[src/rtl/rdcal_pkg.sv]
`timescale 1ns/1ps
package rdcal_pkg;
    localparam int CODE_W   = 6;
    localparam int CODE_MAX = (1 << CODE_W) - 1;

    typedef logic [CODE_W-1:0] code_t;

    // Passing window seen so far for one data bit
    typedef struct packed {
        logic  seen;
        code_t first;
        code_t last;
    } win_t;

    typedef enum logic [2:0] {
        ST_IDLE,
        ST_SETTLE,
        ST_WAIT,
        ST_EVAL,
        ST_CALC,
        ST_DONE
    } cal_state_e;

    // Reference burst: bits alternate across lanes and across beats
    function automatic logic ref_bit(input int beat, input int lane);
        return ((beat + lane) % 2) == 1;
    endfunction

    function automatic code_t half_sum(input code_t a, input code_t b);
        logic [CODE_W:0] s;
        s = {1'b0, a} + {1'b0, b};
        return s[CODE_W:1];
    endfunction
endpackage

[src/rtl/rdcal_win_track.sv]
`timescale 1ns/1ps
module rdcal_win_track
    import rdcal_pkg::*;
(
    input  logic  clk,
    input  logic  rst,
    input  logic  clr,
    input  logic  upd,
    input  logic  pass,
    input  code_t step,
    output win_t  win
);
    always_ff @(posedge clk) begin
        if (rst || clr) begin
            win <= '0;
        end else if (upd && pass) begin
            if (!win.seen) begin
                win.seen  <= 1'b1;
                win.first <= step;
            end
            win.last <= step;
        end
    end

    // the low edge never lies above the high edge
    a_r6_first_le_last: assert property (@(posedge clk) disable iff (rst)
        win.seen |-> (win.first <= win.last));
endmodule

[src/rtl/rdcal_centre.sv]
`timescale 1ns/1ps
module rdcal_centre
    import rdcal_pkg::*;
#(
    parameter int NBITS    = 8,
    parameter int DEF_CODE = 32
) (
    input  win_t                          win_i [NBITS],
    output code_t                         dqs_sel,
    output logic [NBITS-1:0][CODE_W-1:0]  dq_sel,
    output logic                          fail
);
    code_t lo, hi;
    logic  all_seen;

    always_comb begin
        lo       = '0;
        hi       = code_t'(CODE_MAX);
        all_seen = 1'b1;
        for (int j = 0; j < NBITS; j++) begin
            if (!win_i[j].seen) all_seen = 1'b0;
            if (win_i[j].first > lo) lo = win_i[j].first;
            if (win_i[j].last  < hi) hi = win_i[j].last;
        end
        fail    = !all_seen || (lo > hi);
        dqs_sel = half_sum(lo, hi);
    end

    for (genvar j = 0; j < NBITS; j++) begin : g_lane
        int v;
        always_comb begin
            v = DEF_CODE + int'(dqs_sel) - int'(half_sum(win_i[j].first, win_i[j].last));
            if (v < 0)             dq_sel[j] = '0;
            else if (v > CODE_MAX) dq_sel[j] = code_t'(CODE_MAX);
            else                   dq_sel[j] = code_t'(v);
        end
    end
endmodule

[src/rtl/rd_deskew_cal.sv]
`timescale 1ns/1ps
module rd_deskew_cal
    import rdcal_pkg::*;
#(
    parameter int NBITS    = 8,
    parameter int BEATS    = 4,
    parameter int SETTLE   = 4,
    parameter int NMATCH   = 2,
    parameter int DEF_CODE = 32
) (
    input  logic                      clk,
    input  logic                      rst,
    input  logic                      start_i,
    output logic                      done_o,
    output logic                      err_o,
    output logic                      pat_mode_o,
    output logic                      rd_req_o,
    input  logic                      rd_vld_i,
    input  logic [NBITS*BEATS-1:0]    rd_data_i,
    output logic [CODE_W-1:0]         dqs_dly_o,
    output logic [NBITS*CODE_W-1:0]   dq_dly_o
);
    localparam int SCNT_W = $clog2(SETTLE + 1);
    localparam int RCNT_W = $clog2(NMATCH + 1);
    localparam int AGE_W  = $clog2(SETTLE + 2) + 1;
    localparam logic [AGE_W-1:0] AGE_MAX = '1;

    cal_state_e                   state;
    logic [SCNT_W-1:0]            scnt;
    logic [RCNT_W-1:0]            rcnt;
    logic [NBITS-1:0]             step_ok, pass_now;
    code_t                        dqs_q;
    logic [NBITS-1:0][CODE_W-1:0] dq_q, dq_sel;
    logic                         done_q, err_q, mode_q, req_q;
    logic                         start_go, fail;
    code_t                        dqs_sel;
    win_t                         win_q [NBITS];

    assign start_go = start_i && (state == ST_IDLE || state == ST_DONE);

    // Bit-wise compare of a captured burst against the reference
    for (genvar j = 0; j < NBITS; j++) begin : g_cmp
        always_comb begin
            pass_now[j] = 1'b1;
            for (int b = 0; b < BEATS; b++)
                if (rd_data_i[b*NBITS + j] != ref_bit(b, j)) pass_now[j] = 1'b0;
        end

        rdcal_win_track u_trk (
            .clk  (clk),
            .rst  (rst),
            .clr  (start_go),
            .upd  (state == ST_EVAL),
            .pass (step_ok[j]),
            .step (dqs_q),
            .win  (win_q[j])
        );
    end

    rdcal_centre #(.NBITS(NBITS), .DEF_CODE(DEF_CODE)) u_centre (
        .win_i   (win_q),
        .dqs_sel (dqs_sel),
        .dq_sel  (dq_sel),
        .fail    (fail)
    );

    always_ff @(posedge clk) begin
        if (rst) begin
            state   <= ST_IDLE;
            scnt    <= '0;
            rcnt    <= '0;
            step_ok <= '1;
            dqs_q   <= code_t'(DEF_CODE);
            dq_q    <= {NBITS{code_t'(DEF_CODE)}};
            done_q  <= 1'b0;
            err_q   <= 1'b0;
            mode_q  <= 1'b0;
            req_q   <= 1'b0;
        end else begin
            req_q <= 1'b0;
            if (start_go) begin
                done_q <= 1'b0;
                err_q  <= 1'b0;
                mode_q <= 1'b1;
                dqs_q  <= '0;
                dq_q   <= {NBITS{code_t'(DEF_CODE)}};
                scnt   <= '0;
                state  <= ST_SETTLE;
            end else begin
                unique case (state)
                    ST_SETTLE: begin
                        if (scnt == SCNT_W'(SETTLE - 1)) begin
                            scnt    <= '0;
                            rcnt    <= '0;
                            step_ok <= '1;
                            req_q   <= 1'b1;
                            state   <= ST_WAIT;
                        end else begin
                            scnt <= scnt + 1'b1;
                        end
                    end
                    ST_WAIT: begin
                        if (rd_vld_i) begin
                            step_ok <= step_ok & pass_now;
                            if (rcnt == RCNT_W'(NMATCH - 1)) begin
                                state <= ST_EVAL;
                            end else begin
                                rcnt  <= rcnt + 1'b1;
                                req_q <= 1'b1;
                            end
                        end
                    end
                    ST_EVAL: begin
                        if (dqs_q == code_t'(CODE_MAX)) begin
                            state <= ST_CALC;
                        end else begin
                            dqs_q <= dqs_q + 1'b1;
                            scnt  <= '0;
                            state <= ST_SETTLE;
                        end
                    end
                    ST_CALC: begin
                        if (fail) begin
                            err_q <= 1'b1;
                            dqs_q <= code_t'(DEF_CODE);
                        end else begin
                            dqs_q <= dqs_sel;
                            dq_q  <= dq_sel;
                        end
                        mode_q <= 1'b0;
                        done_q <= 1'b1;
                        state  <= ST_DONE;
                    end
                    default: ;
                endcase
            end
        end
    end

    assign done_o     = done_q;
    assign err_o      = err_q;
    assign pat_mode_o = mode_q;
    assign rd_req_o   = req_q;
    assign dqs_dly_o  = dqs_q;
    assign dq_dly_o   = dq_q;

    // Cycles since the strobe code last moved, kept apart from the FSM counter
    code_t            dqs_prev;
    logic [AGE_W-1:0] age_q, age_now;
    logic             pend_q;
    assign age_now = (dqs_q != dqs_prev) ? '0 : age_q;
    always_ff @(posedge clk) begin
        if (rst) begin
            dqs_prev <= code_t'(DEF_CODE);
            age_q    <= AGE_MAX;
            pend_q   <= 1'b0;
        end else begin
            dqs_prev <= dqs_q;
            age_q    <= (age_now == AGE_MAX) ? AGE_MAX : age_now + 1'b1;
            if (req_q)         pend_q <= 1'b1;
            else if (rd_vld_i) pend_q <= 1'b0;
        end
    end

    a_r10_req_pulse: assert property (@(posedge clk) disable iff (rst)
        rd_req_o |=> !rd_req_o);
    a_r10_one_outstanding: assert property (@(posedge clk) disable iff (rst)
        (rd_req_o && !$past(rst)) |-> !pend_q);
    a_r2_req_in_mode: assert property (@(posedge clk) disable iff (rst)
        rd_req_o |-> pat_mode_o);
    a_r3_step_by_one: assert property (@(posedge clk) disable iff (rst)
        (pat_mode_o && $past(pat_mode_o) && dqs_q != $past(dqs_q))
            |-> (dqs_q == code_t'($past(dqs_q) + 1'b1)));
    a_r4_settle_gap: assert property (@(posedge clk) disable iff (rst)
        rd_req_o |-> (age_now >= AGE_W'(SETTLE)));
    a_r8_err_with_done: assert property (@(posedge clk) disable iff (rst)
        err_o |-> done_o);
    a_r9_done_hold: assert property (@(posedge clk) disable iff (rst)
        (done_o && !start_i) |=> (done_o && $stable(dqs_dly_o) && $stable(dq_dly_o)));
endmodule

[config.mk]
export PLATFORM = sky130hd
export DESIGN_NAME = rd_deskew_cal
export DESIGN_NICKNAME = d
export VERILOG_FILES = /design/src/rtl/rdcal_pkg.sv /design/src/rtl/rdcal_win_track.sv /design/src/rtl/rdcal_centre.sv /design/src/rtl/rd_deskew_cal.sv
export SDC_FILE = /design/constraint.sdc
export NUM_CORES = 1
export LEC_CHECK = 0
export ABC_AREA = 1
export BUFFER_PORTS_ARGS = -buffer_cell sky130_fd_sc_hd__buf_4
export CORE_UTILIZATION = 52
export CTS_CLUSTER_SIZE = 12
export DETAILED_ROUTE_END_ITERATION = 8
export HOLD_SLACK_MARGIN = 0.06
export PLACE_DENSITY = 0.74
export RECOVER_POWER = 100
export SLEW_MARGIN = 10
export SYNTH_ARGS = -nofsm -noshare
export SYNTH_HDL_FRONTEND = slang
export SYNTH_HIERARCHICAL = 1
export SYNTH_SLANG_ARGS = --single-unit
[constraint.sdc]
create_clock -name clk -period 11.8 [get_ports clk]
set_clock_uncertainty 0.1 [all_clocks]
set_input_delay 0.59 -clock clk [delete_from_list [all_inputs] [get_ports clk]]
set_output_delay 0.59 -clock clk [all_outputs]
set_load 0.005 [all_outputs]
==> metrics.txt <==
status=complete, but fails checks; failing checks=max-capacitance violations, max-slew violations; post-synthesis mux area share=0%; most frequent CP cell=nand2_1; crit path launch type=flop; total grt overflow=0; Max-cap violations=6; CTS tree=yes; final hold vios=0; Compound-Gate Fraction of Synth Area=13.7%; initial core utilization=53.0%; Worst-Margin Slew=1.87 ns; First-pass DRT Iterations=5; # nets final=2,633; Clock transition at path regs=0.07 ns; Setup Crit Path Kind=reg -> reg; share of layout cells above drive strength 1=19.0%; GRT busiest layer=met2; gpl congestion=0.985; DRT antenna net count=0; Mapped Cells=2,219; Critical Path AT=11.73 ns; global-route usage over all layers=28.4%; Post-Synth XOR/XNOR Area=3.92%; max incr delay on CP=0.49 ns; die height=173 um; core area=28,700 um2; clk buf depth=2; worst reg-to-reg path cell count=72; die area=29,900 um2; CTS Hold Bufs=0; hold path depth=2; Final Max Tran Viols=116; # setup viols final=0; initial drt markers=1,268; Slowest cell on crit path=o211ai_1; Seq/Total Area, Yosys=23.4%; DR DRC count=0; initial antenna violation count=1; vias per std cell=5.36; largest family of logic cells by synthesized area=simple AND/OR/NAND/NOR gates; largest net degree at the start of global routing=49; Die W=173 um; vias=14,995; Hold WC Path Type=reg -> reg; first-pass GRT wire length=68.3 mm; Max Clk Rate=87.2 MHz; num ports=94; final wirelength=44.0 mm; Mapped Area=15,200 um2; met2 Use GR=47.7%; Antenna diodes=0; vias in the first global route=13,711; Simple-Gate Fraction of Synth Area=31.0%; routed len/inst=15.7 um; worst hold endpoint=dq_dly_o[22]$_SDFFE_PP0P_; R2R Path Start=g_cmp[0].u_trk/win[5]$_SDFFE_PP0P_; GRT met3 Usage=3.06%; post-synth net total=2,452; synthesized flop and latch total=178; Num CTS Buffers=17; worst hold start=dq_dly_o[22]$_SDFFE_PP0P_; Worst R2R End=dq_dly_o[39]$_SDFFE_PP0P_; Avg Cell Area, Syn=6.85 um2; Synth cell types=47; Post-Synth Adder-Cell Area=17.0%; hpwl dp=32.1 mm; post-layout min period=11.47 ns; Reg2Reg Setup Slack=0.33 ns; Hold Slack=0.366 ns; clock sinks=178; Tcrit/Tclk final=97.2%; H-tree levels=4; Max FO, Critical Path=8; Area Overhead vs Synth=18.3%; WP data required=12.06 ns; row cnt=62; root buffer cell=clkbuf_16; Setup crit end kind=flop; Clock Latency Late Sink=0.44 ns; met1 usage=37.0%; Syn. warnings=6; Slew HR=-24.6%; port buffer count=93
-- flip-flops by register name, indices dropped and copies added, names as in the netlist --
register         cells
rcnt                 2
state                3
g_cmp.u_trk/win    104
scnt                 3
dqs_dly_o            6
rd_req_o             1
err_o                1
dq_dly_o            48
step_ok              8
done_o               1
pat_mode_o           1
-- metal layers --
| metal | vias to the layer above | routed length, um | part of all wire [%] |
|---|---|---|---|
| li1 | 7463 | - | - |
| met1 | 6961 | 19400 | 44 |
| met2 | 487 | 20400 | 46 |
| met3 | 82 | 2670 | 6.1 |
| met4 | 2 | 1520 | 3.4 |
| met5 | - | 13 | 0.030 |
-- cell usage after synthesis, drive strengths merged --
cell type | number | share of area, %
ha | 180 | 15
nand3 | 136 | 5.8
a32oi | 3 | 0.17
a21o | 9 | 0.44
inv | 357 | 8.8
dfxtp | 178 | 23
a22oi | 1 | 0.049
and2 | 1 | 0.041
buf | 29 | 1.8
o21a | 8 | 0.39
nor3 | 4 | 0.13
clkbuf | 11 | 0.27
xor2 | 49 | 2.8
nand4 | 10 | 0.85
or2 | 1 | 0.041
fa | 17 | 2.2
o211ai | 3 | 0.15
a31oi | 15 | 0.62
a211oi | 7 | 0.35
nor2 | 284 | 7.9
nor3b | 1 | 0.049
xnor2 | 19 | 1.1
o21ai | 169 | 5.6
and3 | 4 | 0.16
nand3b | 13 | 0.64
or3 | 1 | 0.041
nand2 | 547 | 15
nor4 | 1 | 0.041
a21oi | 147 | 5.3
o21bai | 14 | 0.69
-- cell usage in the layout, fill, tap and decap left out, drive strengths merged, types with 2 or more instances in the layout --
cell | synthesis | final
o21bai | 14 | 14
o21a | 8 | 8
nor3 | 4 | 4
nand4 | 10 | 10
xor2 | 49 | 49
clkbuf | 11 | 75
a21o | 9 | 9
o21ai | 169 | 169
a31oi | 15 | 15
xnor2 | 19 | 19
nor2 | 284 | 284
o211ai | 3 | 4
nand2 | 547 | 549
buf | 29 | 141
fa | 17 | 17
nand3 | 136 | 136
and3 | 4 | 4
dfxtp | 178 | 178
a21oi | 147 | 147
inv | 357 | 363
nand3b | 13 | 13
a32oi | 3 | 3
clkinv | 0 | 4
a211oi | 7 | 7
ha | 180 | 180
bufinv | 0 | 2
-- per-stage QoR --
stage / TNS [ns] / worst slack, ns / utilization (%) / std cells / cell area [um2]
CTS: 0 / 0.000677 / 60.2 / 2764 / 17300
global placement: -0.349 / -0.0729 / 57.9 / 2726 / 16600
floorplan: 0 / 0.197 / - / 2219 / 15200
detailed placement: -19.03 / -0.540 / 57.9 / 2726 / 16600
global route: -7.42 / -0.276 / 62.7 / 2795 / 18000
finish: 0 / 0.331 / 62.7 / 2795 / 18000
-- how the worst max path moves through the flow --
| stage | start | to | slack [ns] | depth (start not counted) |
|---|---|---|---|---|
| final | g_cmp[0].u_trk/win[5]$_SDFFE_PP0P_ | dq_dly_o[39]$_SDFFE_PP0P_ | 0.33 | 72 |
| after global routing | g_cmp[0].u_trk/win[1]$_SDFFE_PP0P_ | dq_dly_o[34]$_SDFFE_PP0P_ | -0.28 | 76 |
| after CTS | g_cmp[0].u_trk/win[1]$_SDFFE_PP0P_ | dq_dly_o[24]$_SDFFE_PP0P_ | 0.0007 | 71 |
| after detailed placement | g_cmp[0].u_trk/win[5]$_SDFFE_PP0P_ | dq_dly_o[24]$_SDFFE_PP0P_ | -0.54 | 64 |
| after global placement | g_cmp[0].u_trk/win[5]$_SDFFE_PP0P_ | dq_dly_o[39]$_SDFFE_PP0P_ | -0.07 | 64 |
| after floorplan | g_cmp[0].u_trk/win[5]$_SDFFE_PP0P_ | dq_dly_o[10]$_SDFFE_PP0P_ | 0.20 | 72 |
-- logic make-up after synthesis --
kind of cell	Yosys count
compound gates	376
buf+inv	397
flops	178
simple gates	1003
fa+ha+maj	197
xor+xnor	68
-- cell type report --
type | count | area [um2]
tap | 384 | 480
clock inverter | 13 | 150
fill | 2589 | 10700
timing repair buffer | 199 | 1490
inverter | 357 | 1340
multi-input combinational | 1647 | 10500
clock buffer | 17 | 425
sequential | 178 | 3580
-- worst max-delay path: cells and delay by family (launching register included) --
| family | cells | cell delay, ns |
|---|---|---|
| xor gates and xnor gates | 1 | 0.19 |
| and+or+nand+nor | 24 | 2.18 |
| adders and majority gates | 10 | 2.75 |
| DFF | 1 | 0.34 |
| AOI/OAI and AO/OA | 22 | 3.74 |
| buffers and inverters | 15 | 2.05 |
-- timing repair --
item                                    in CTS  in global routing
gates resized for setup                     18                153
gates cloned                                 1                  4
endpoints found under the setup margin      48                 50
hold endpoints to repair                     0                  0
setup buffers                                7                 27
pin swaps                                    5                 67
Power is not shown: default switching activity piles up to over one toggle a cycle in this logic, so the estimate is an artifact.
